==> config.mk <==
export PLATFORM = sky130hd
export DESIGN_NAME = lw_walker
export DESIGN_NICKNAME = d
export VERILOG_FILES = /design/src/rtl/lw_pkg.sv /design/src/rtl/lw_cost_acc.sv /design/src/rtl/lw_payload_ctr.sv /design/src/rtl/lw_walker.sv
export SDC_FILE = /design/constraint.sdc
export NUM_CORES = 1
export LEC_CHECK = 0
export ABC_AREA = 1
export ABC_CLOCK_PERIOD_IN_PS = 3400
export BUFFER_PORTS_ARGS = -buffer_cell sky130_fd_sc_hd__buf_2
export CELL_PAD_IN_SITES_DETAIL_PLACEMENT = 1
export CELL_PAD_IN_SITES_GLOBAL_PLACEMENT = 1
export CORE_MARGIN = 2
export CORE_UTILIZATION = 37
export DETAILED_ROUTE_END_ITERATION = 16
export PLACE_DENSITY = 0.85
export SYNTH_ARGS = -nofsm -noshare
export SYNTH_HDL_FRONTEND = slang
export SYNTH_SLANG_ARGS = --single-unit
==> constraint.sdc <==
create_clock -name clk -period 3.4 [get_ports clk]
set_input_delay 0.34 -clock clk [delete_from_list [all_inputs] [get_ports clk]]
set_output_delay 0.34 -clock clk [all_outputs]
set_load 0.01 [all_outputs]
==> src/rtl/lw_pkg.sv <==
package lw_pkg;
    localparam int ADDR_W = 24;
    localparam int LEN_W  = 8;
    localparam int MIDX_W = 19;
    localparam int WORD_W = 32;
    localparam int END_BIT = 23;

    typedef enum logic [2:0] {
        ST_IDLE, ST_TEST, ST_HREQ, ST_HWAIT,
        ST_PREQ, ST_PWAIT, ST_POUT, ST_FINISH
    } walk_state_t;

    typedef struct packed {
        logic [LEN_W-1:0]  len;
        logic [ADDR_W-1:0] next;
    } node_hdr_t;

    function automatic logic [MIDX_W-1:0] word_index(input logic [ADDR_W-1:0] a);
        return a[MIDX_W+1:2];
    endfunction
endpackage

==> src/rtl/lw_cost_acc.sv <==
module lw_cost_acc #(
    parameter int COST_W     = 32,
    parameter int CNT_W      = 14,
    parameter int LEN_W      = 8,
    parameter int NODE_FIXED = 10,
    parameter int LEN_BASE   = 5
) (
    input  logic              clk,
    input  logic              rst_n,
    input  logic              clr,
    input  logic              add_en,
    input  logic [LEN_W-1:0]  len,
    output logic [COST_W-1:0] cost,
    output logic [CNT_W-1:0]  nodes
);
    logic [COST_W-1:0] charge;

    always_comb begin
        charge = COST_W'(NODE_FIXED);
        if (len != '0)
            charge = charge + COST_W'(LEN_BASE) + COST_W'(len);
    end

    always_ff @(posedge clk) begin
        if (!rst_n) begin
            cost  <= '0;
            nodes <= '0;
        end else if (clr) begin
            cost  <= '0;
            nodes <= '0;
        end else if (add_en) begin
            cost  <= cost + charge;
            nodes <= nodes + 1'b1;
        end
    end
endmodule

==> src/rtl/lw_payload_ctr.sv <==
module lw_payload_ctr #(
    parameter int MIDX_W = 19,
    parameter int LEN_W  = 8
) (
    input  logic              clk,
    input  logic              rst_n,
    input  logic              load,
    input  logic [MIDX_W-1:0] hdr_idx,
    input  logic [LEN_W-1:0]  load_len,
    input  logic              step,
    output logic [MIDX_W-1:0] idx,
    output logic              last
);
    logic [LEN_W-1:0] remaining;

    always_ff @(posedge clk) begin
        if (!rst_n) begin
            idx       <= '0;
            remaining <= '0;
        end else if (load) begin
            idx       <= hdr_idx + 1'b1;
            remaining <= load_len;
        end else if (step) begin
            idx       <= idx + 1'b1;
            remaining <= remaining - 1'b1;
        end
    end

    assign last = (remaining == LEN_W'(1));
endmodule

==> src/rtl/lw_walker.sv <==
module lw_walker
    import lw_pkg::*;
#(
    parameter int NODE_LIMIT = 8192,
    parameter int COST_W     = 32,
    parameter int NODE_FIXED = 10,
    parameter int LEN_BASE   = 5,
    localparam int CNT_W     = $clog2(NODE_LIMIT + 1)
) (
    input  logic                clk,
    input  logic                rst_n,
    input  logic                start,
    input  logic [31:0]         start_addr,
    output logic                mem_req,
    output logic [MIDX_W-1:0]   mem_addr,
    input  logic                mem_rvalid,
    input  logic [WORD_W-1:0]   mem_rdata,
    output logic                out_valid,
    output logic [WORD_W-1:0]   out_data,
    input  logic                out_ready,
    output logic                busy,
    output logic                done,
    output logic                limit_hit,
    output logic [COST_W-1:0]   total_cost,
    output logic [CNT_W-1:0]    node_count,
    output logic [ADDR_W-1:0]   last_addr
);
    walk_state_t       state;
    logic [ADDR_W-1:0] cur_addr;
    logic [WORD_W-1:0] data_q;
    logic              limit_q;
    node_hdr_t         hdr;
    logic              hdr_take;
    logic              word_take;
    logic              walk_clr;
    logic [MIDX_W-1:0] pay_idx;
    logic              pay_last;

    assign hdr       = node_hdr_t'(mem_rdata);
    assign hdr_take  = (state == ST_HWAIT) && mem_rvalid;
    assign word_take = (state == ST_POUT) && out_ready;
    assign walk_clr  = (state == ST_IDLE) && start;

    lw_cost_acc #(
        .COST_W(COST_W), .CNT_W(CNT_W), .LEN_W(LEN_W),
        .NODE_FIXED(NODE_FIXED), .LEN_BASE(LEN_BASE)
    ) u_cost (
        .clk(clk), .rst_n(rst_n), .clr(walk_clr), .add_en(hdr_take),
        .len(hdr.len), .cost(total_cost), .nodes(node_count)
    );

    lw_payload_ctr #(.MIDX_W(MIDX_W), .LEN_W(LEN_W)) u_pay (
        .clk(clk), .rst_n(rst_n), .load(hdr_take),
        .hdr_idx(word_index(cur_addr)), .load_len(hdr.len),
        .step(word_take), .idx(pay_idx), .last(pay_last)
    );

    // state register and datapath
    always_ff @(posedge clk) begin
        if (!rst_n) begin
            state    <= ST_IDLE;
            cur_addr <= '0;
            data_q   <= '0;
            limit_q  <= 1'b0;
        end else begin
            unique case (state)
                ST_IDLE: begin
                    if (start) begin
                        cur_addr <= start_addr[ADDR_W-1:0];
                        limit_q  <= 1'b0;
                        state    <= ST_TEST;
                    end
                end
                ST_TEST: begin
                    if (cur_addr[END_BIT]) begin
                        state <= ST_FINISH;
                    end else if (node_count == CNT_W'(NODE_LIMIT)) begin
                        limit_q <= 1'b1;
                        state   <= ST_FINISH;
                    end else begin
                        state <= ST_HREQ;
                    end
                end
                ST_HREQ:  state <= ST_HWAIT;
                ST_HWAIT: begin
                    if (mem_rvalid) begin
                        cur_addr <= hdr.next;
                        state    <= (hdr.len == '0) ? ST_TEST : ST_PREQ;
                    end
                end
                ST_PREQ:  state <= ST_PWAIT;
                ST_PWAIT: begin
                    if (mem_rvalid) begin
                        data_q <= mem_rdata;
                        state  <= ST_POUT;
                    end
                end
                ST_POUT: begin
                    if (out_ready)
                        state <= pay_last ? ST_TEST : ST_PREQ;
                end
                ST_FINISH: state <= ST_IDLE;
            endcase
        end
    end

    // outputs
    always_comb begin
        mem_req   = 1'b0;
        mem_addr  = pay_idx;
        out_valid = 1'b0;
        done      = 1'b0;
        busy      = 1'b1;
        unique case (state)
            ST_IDLE:   busy = 1'b0;
            ST_HREQ: begin
                mem_req  = 1'b1;
                mem_addr = word_index(cur_addr);
            end
            ST_PREQ:   mem_req = 1'b1;
            ST_POUT:   out_valid = 1'b1;
            ST_FINISH: done = 1'b1;
            default: ;
        endcase
    end

    assign out_data  = data_q;
    assign last_addr = cur_addr;
    assign limit_hit = limit_q;
endmodule

==> Word-level counts from Yosys, hierarchy flattened <==
Index checks and enable logic that the tools add are counted.
{ "totals": {"reg_bits": 133, "input_bits": 69, "out_inout_bits": 126, "word_cells": 71} }
{ "op_classes": {"add_sub_neg": 6, "n_eq_ne": 15, "n_mux": 26, "bitwise": 1, "n_reduce_logical": 15} }
{ "ops": {"columns": ["cell", "count"], "rows": [
  ["two-way mux 19 bit", 3],
  ["two-way mux 24 bit", 2],
  ["case mux 24 bit (2 select lines)", 1],
  ["adder 19 x 1 -> 19 bit (second input constant)", 2],
  ["adder 32 bit", 1],
  ["two-way mux 32 bit", 1],
  ["two-way mux 3 bit", 8],
  ["case mux 3 bit (8 select lines)", 1],
  ["two-way mux 8 bit", 2],
  ["adder 14 x 1 -> 14 bit (second input constant)", 1],
  ["== test 14 bit (second input constant)", 1],
  ["== test 3 bit (second input constant)", 4],
  ["inequality test 2 bit (second input constant)", 6],
  ["adder 4 x 8 -> 9 bit (first input constant)", 1],
  ["== test 8 x 1 -> 1 bit (second input constant)", 1],
  ["zero test 8 bit", 1],
  ["AND reduction 4 bit", 2],
  ["nonzero test 8 bit", 1],
  ["subtractor 8 x 1 -> 8 bit (second input constant)", 1],
  ["two-way mux 1 bit", 7],
  ["== test 3 x 2 -> 1 bit (second input constant)", 2],
  ["nonzero test 2 bit", 3],
  ["OR reduction 2 bit", 2],
  ["== test 3 x 1 -> 1 bit (second input constant)", 1],
  ["other kinds (6)", 8]
]} }

==> Longest topological paths before layout <==
{ "depth": {"ltp_word": 4, "mapped_depth": 19, "depth_no_buf": 19} }

==> By module <==
From an unflattened synthesis, not the netlist that was laid out.
{ "hier_totals": {"hier_cells": 1311, "hier_area_um2": 8319.2} }
{ "by_module_without_submodules": {"columns": ["module", "instances", "cells_per_inst", "area_each_um2", "seq_area_each_um2"], "rows": [
  ["lw_cost_acc", 1, 529, 3246.9, 920.9],
  ["lw_walker", 1, 421, 2950.3, 1201.2],
  ["lw_payload_ctr", 1, 361, 2122.0, 540.5]
]} }

==> Worst setup path before layout <==
No wires, ideal clock.
{ "synth_timing": {"kind": "input to register", "from": "in mem_rdata[24]", "to": "reg u_cost.cost[30]", "setup_time_ns": 0.132, "arrival_time_ns": 2.362, "required_time_ns": 3.268, "setup_slack_ns": 0.906, "cell_stages": 16, "path_buffers": 0, "path_cell_list": "inv_1 > ha_1 > nand4_1 > inv_1 > nor2_1 > ha_1 > inv_1 > fa_1 > o21ai_1 > nand2_1 > nand2_1 > nand2_1 > nand2_1 > nand3_1 > o21ai_0 > a21oi_1"} }
{ "synth_via": {"elab_chain_len": 3, "elab_cells_between_ends": 4, "classes_between": "add/sub: 2; mux: 1; reduce/logical: 1"} }
{ "synth_lines": {"columns": ["element", "line_no", "text"], "rows": [
  ["start, declared", "lw_walker.sv:17", "input logic [WORD_W-1:0] mem_rdata,"],
  ["adder 4 x 8 -> 9 bit or nonzero test 8 bit (tied branches)", "lw_cost_acc.sv:21, lw_cost_acc.sv:20", null],
  ["two-way mux 32 bit *", "lw_cost_acc.sv:20", "if (len != '0)"],
  ["adder 32 bit *", "lw_cost_acc.sv:32", "cost <= cost + charge;"],
  ["end signal, assigned", "lw_cost_acc.sv:32", null],
  ["end, declared", "lw_cost_acc.sv:13", "output logic [COST_W-1:0] cost,"]
]} }
Mark *: on every way between the ends. The rest lies on a longest branch, timed or not.
A chain may end at the register's enable or synchronous reset.

==> Worst setup path in the final report <==
{ "layout_timing": {"from": "reg state[1]", "to": "out mem_addr[0]"} }
{ "layout_via": {"elab_chain_len": 2} }
{ "layout_lines": {"columns": ["element", "line_no", "text"], "rows": [
  ["start, declared", "lw_walker.sv:28", "walk_state_t state;"],
  ["start signal, assigned", "lw_walker.sv:88", "state <= (hdr.len == '0) ? ST_TEST : ST_PREQ;"],
  ["start signal, assigned", "lw_walker.sv:100", "state <= pay_last ? ST_TEST : ST_PREQ;"],
  ["== test 3 x 2 -> 1 bit", "lw_walker.sv:114", "unique case (state)"],
  ["two-way mux 19 bit", "lw_walker.sv:114", null],
  ["end, declared", "lw_walker.sv:15", "output logic [MIDX_W-1:0] mem_addr,"]
]} }
No other way between the ends.

==> results by group <==
Run status
  • Outcome: completed

Timing
  • Top achievable clock speed: between 0.3 and 0.4 GHz
  • Min Tclk post-route: approximately 2800 ps
  • Worst-Margin Slew: 778 ps
  • RSZ-0062 raised after global routing: no
  • Slew headroom: 0.480
  • Hold Violations, Final: 0
  • Max Slew Vio Count: 0
  • Post-Route Setup TNS: 0 ps
  • Setup violators final: 0
  • Skew final: 9.46 ps
  • Period utilization: 0.816

Yosys
  • EDFF count, synth: 0
  • Synth Register Bits: 133
  • Biggest area consumer among synthesized cells: dfxtp_1
  • Count of cell types in the netlist: 45
  • Top-area cell type share of the netlist area: 0.350
  • Mapped cell area: 0.00760 sq mm
  • Top post-synthesis cells by area: dfxtp_1 35%, nand2_1 16%, nand3_1 6.6%
  • Post-synth top cells: 318 x nand2_1, 133 x dfxtp_1, 124 x inv_1
  • Ys Warns: 0
  • Average size of a mapped cell: 6.59 sq um
  • Fraction of registers with async set or reset after synthesis: 0
  • Synthesized net count: 1240
  • Most common cell in the netlist: nand2_1
  • Mapped Cells: 1154
  • Dominant synthesized flop cell: dfxtp_1
  • Sequential area share after synthesis: 0.350

Clock tree
  • Post-CTS setup buffers: 0
  • Clock transition at path regs: roughly 60 ps
  • Cts repair resizes: 0
  • Clk_lat worst skew: between 400 and 500 ps
  • # clock sinks: 133
  • CTS max path bufs: 2
  • CTS root buf: clkbuf_16
  • H-tree levels: 4
  • CTS buffer count: 17
  • Hold buffers post-CTS: 0
  • CTS tree: built

Layout
  • Fraction of layout cells with a size suffix above 1: 0.199
  • Core Util, Final: 0.465
  • Nets: approximately 1400
  • Area grow syn2layout: 23.3%

Critical path
  • Worst setup startpoint: state[1]$_SDFFE_PN0P_
  • RR Startpoint: state[2]$_SDFFE_PN0P_
  • Crit path top cell by count: inv_1
  • Critical path's top delay family: buffers and inverters
  • CP arrival: 2440 ps
  • Crit-path max FO: 28
  • Crit path buffers/inverters: 4
  • CP max stage delay: 570 ps
  • CP Cell Sequence: inv_1 > nor3_2 > buf_4 > inv_1 > o21ai_0 > buf_2
  • Critical Path Source Type: register
  • WS Path Type: reg -> out
  • Required time of the worst setup path: 3060 ps
  • Crit path capture type: primary output
  • CP max-delay cell: dfxtp_1

GRT
  • First-pass GRT wire length: roughly 44 mm
  • Initial antenna violation count: 4
  • GRT overflow: 0
  • Largest net degree at the start of global routing: 47
  • Number of global-route vias before repair: around 8600
  • Total GRT Usage: 0.254

Place
  • DPL Wire Length: 20.6 mm
  • # port buffers: 186
  • Final GP Congestion: 0.860

Pwr
  • Static Leak: between 4 and 5 nW
  • Pwr/cell area: about 600 mW/mm^2
  • Worst VDD drop: 370 uV

Route
  • Antenna Nets Post-Route: 0
  • Pre-antenna DRT Iters: 5
  • Via-per-instance ratio: ~5.3
  • DRT iter0 DRCs: 459
  • Final WL: roughly 28 mm
  • Wire per inst: 17.3 microns
  • Post-route DRC: 0
  • Vias post-DR: about 8500

Worst hold path
  • Tightest Hold Check Type: in -> reg
  • Hold_sp: start_addr[8]

Floorplanning
  • Core ar.: 0.0202 sq mm
  • Die area: 0.0217 sq mm
  • Row count: 52
  • Die width: around 150 microns
  • # IOs: 195
  • Die H: 147 microns
  • Initial Util: 0.377

Run
  • Total of max-cap violations: 0
==> cell usage in the layout, fill, tap and decap left out, types with 8 or more instances in the layout <==
master,Yosys,final
nand3_1,101,101
nand4_1,18,18
nor3_1,17,17
o21bai_1,12,12
clkbuf_16,0,17
a31oi_1,30,30
xnor2_1,8,8
buf_4,5,14
nand2_1,318,318
buf_2,10,186
inv_1,124,124
dfxtp_1,133,133
ha_1,16,16
nor2_1,76,75
a21oi_1,83,83
nor2_2,9,10
xor2_1,17,17
o21ai_0,87,87
==> metrics by stage <==
stage | instances | area, sq um | power, mW | hold slack (ps) | worst slack, ps
floorplan | 1154 | 7600 | 3.06 | 444 | 906
global placement | 1572 | 8720 | 3.60 | 445 | 414
detailed placement | 1572 | 8720 | 3.67 | 453 | 334
CTS | 1604 | 9370 | 5.73 | 179 | 600
global route | 1606 | 9380 | 6.01 | 184 | 433
finish | 1606 | 9380 | 5.71 | 185 | 624
==> cells by family after synthesis <==
family                   synth area share
AO/OA/AOI/OAI                       0.165
flip-flops                          0.350
buffers and inverters              0.0981
adder cells (fa/ha/maj)            0.0290
AND/OR/NAND/NOR                     0.329
XOR/XNOR                           0.0288
==> registers in the layout, indices dropped and copies added, names as in the netlist <==
register	count
last_addr	24
limit_hit	1
out_data	32
state	3
u_cost.cost	32
u_cost.nodes	14
u_pay.idx	19
u_pay.remaining	8
==> worst paths after layout <==
path                                      to  slack, ps  cells past startpoint
setup reg to reg  u_pay.idx[14]$_SDFFE_PN0P_        870                     12
hold / removal     last_addr[8]$_SDFFE_PN0P_        180                      3
hold reg to reg    out_data[17]$_SDFFE_PN0P_        460                      2
setup / recovery                 mem_addr[0]        620                      6
==> per-layer routing <==
layer / global-route usage / wire length [microns] / up-vias
met5: 0 / 13 / -
met4: 0.0938 / 744 / 2
met3: 0.0584 / 1500 / 49
met2: 0.438 / 13700 / 193
met1: 0.309 / 11900 / 4103
li1: - / - / 4125
==> final cells by class <==
type                            instances  area, sq um
Inverter                              127          482
Clock buffer                           24          512
Sequential cell                       133         2660
Tap cell                              270          338
Antenna cell                            2         5.00
Clock inverter                          8          143
Fill cell                            2736        10800
Multi-Input combinational cell        842         4200
Timing Repair Buffer                  200         1040
==> power by group <==
group,switching (mW),internal [mW]
sequential,0.243,1.76
combinational,1.12,0.539
clock,0.711,1.34
==> worst min-delay path: cells and delay by family <==
kind,cells,cell delay (ps)
AO/OA/AOI/OAI,1,70
AND/OR/NAND/NOR,1,50
buffers and inverters,1,90
Note: power is estimated with default switching activity, not from simulation.
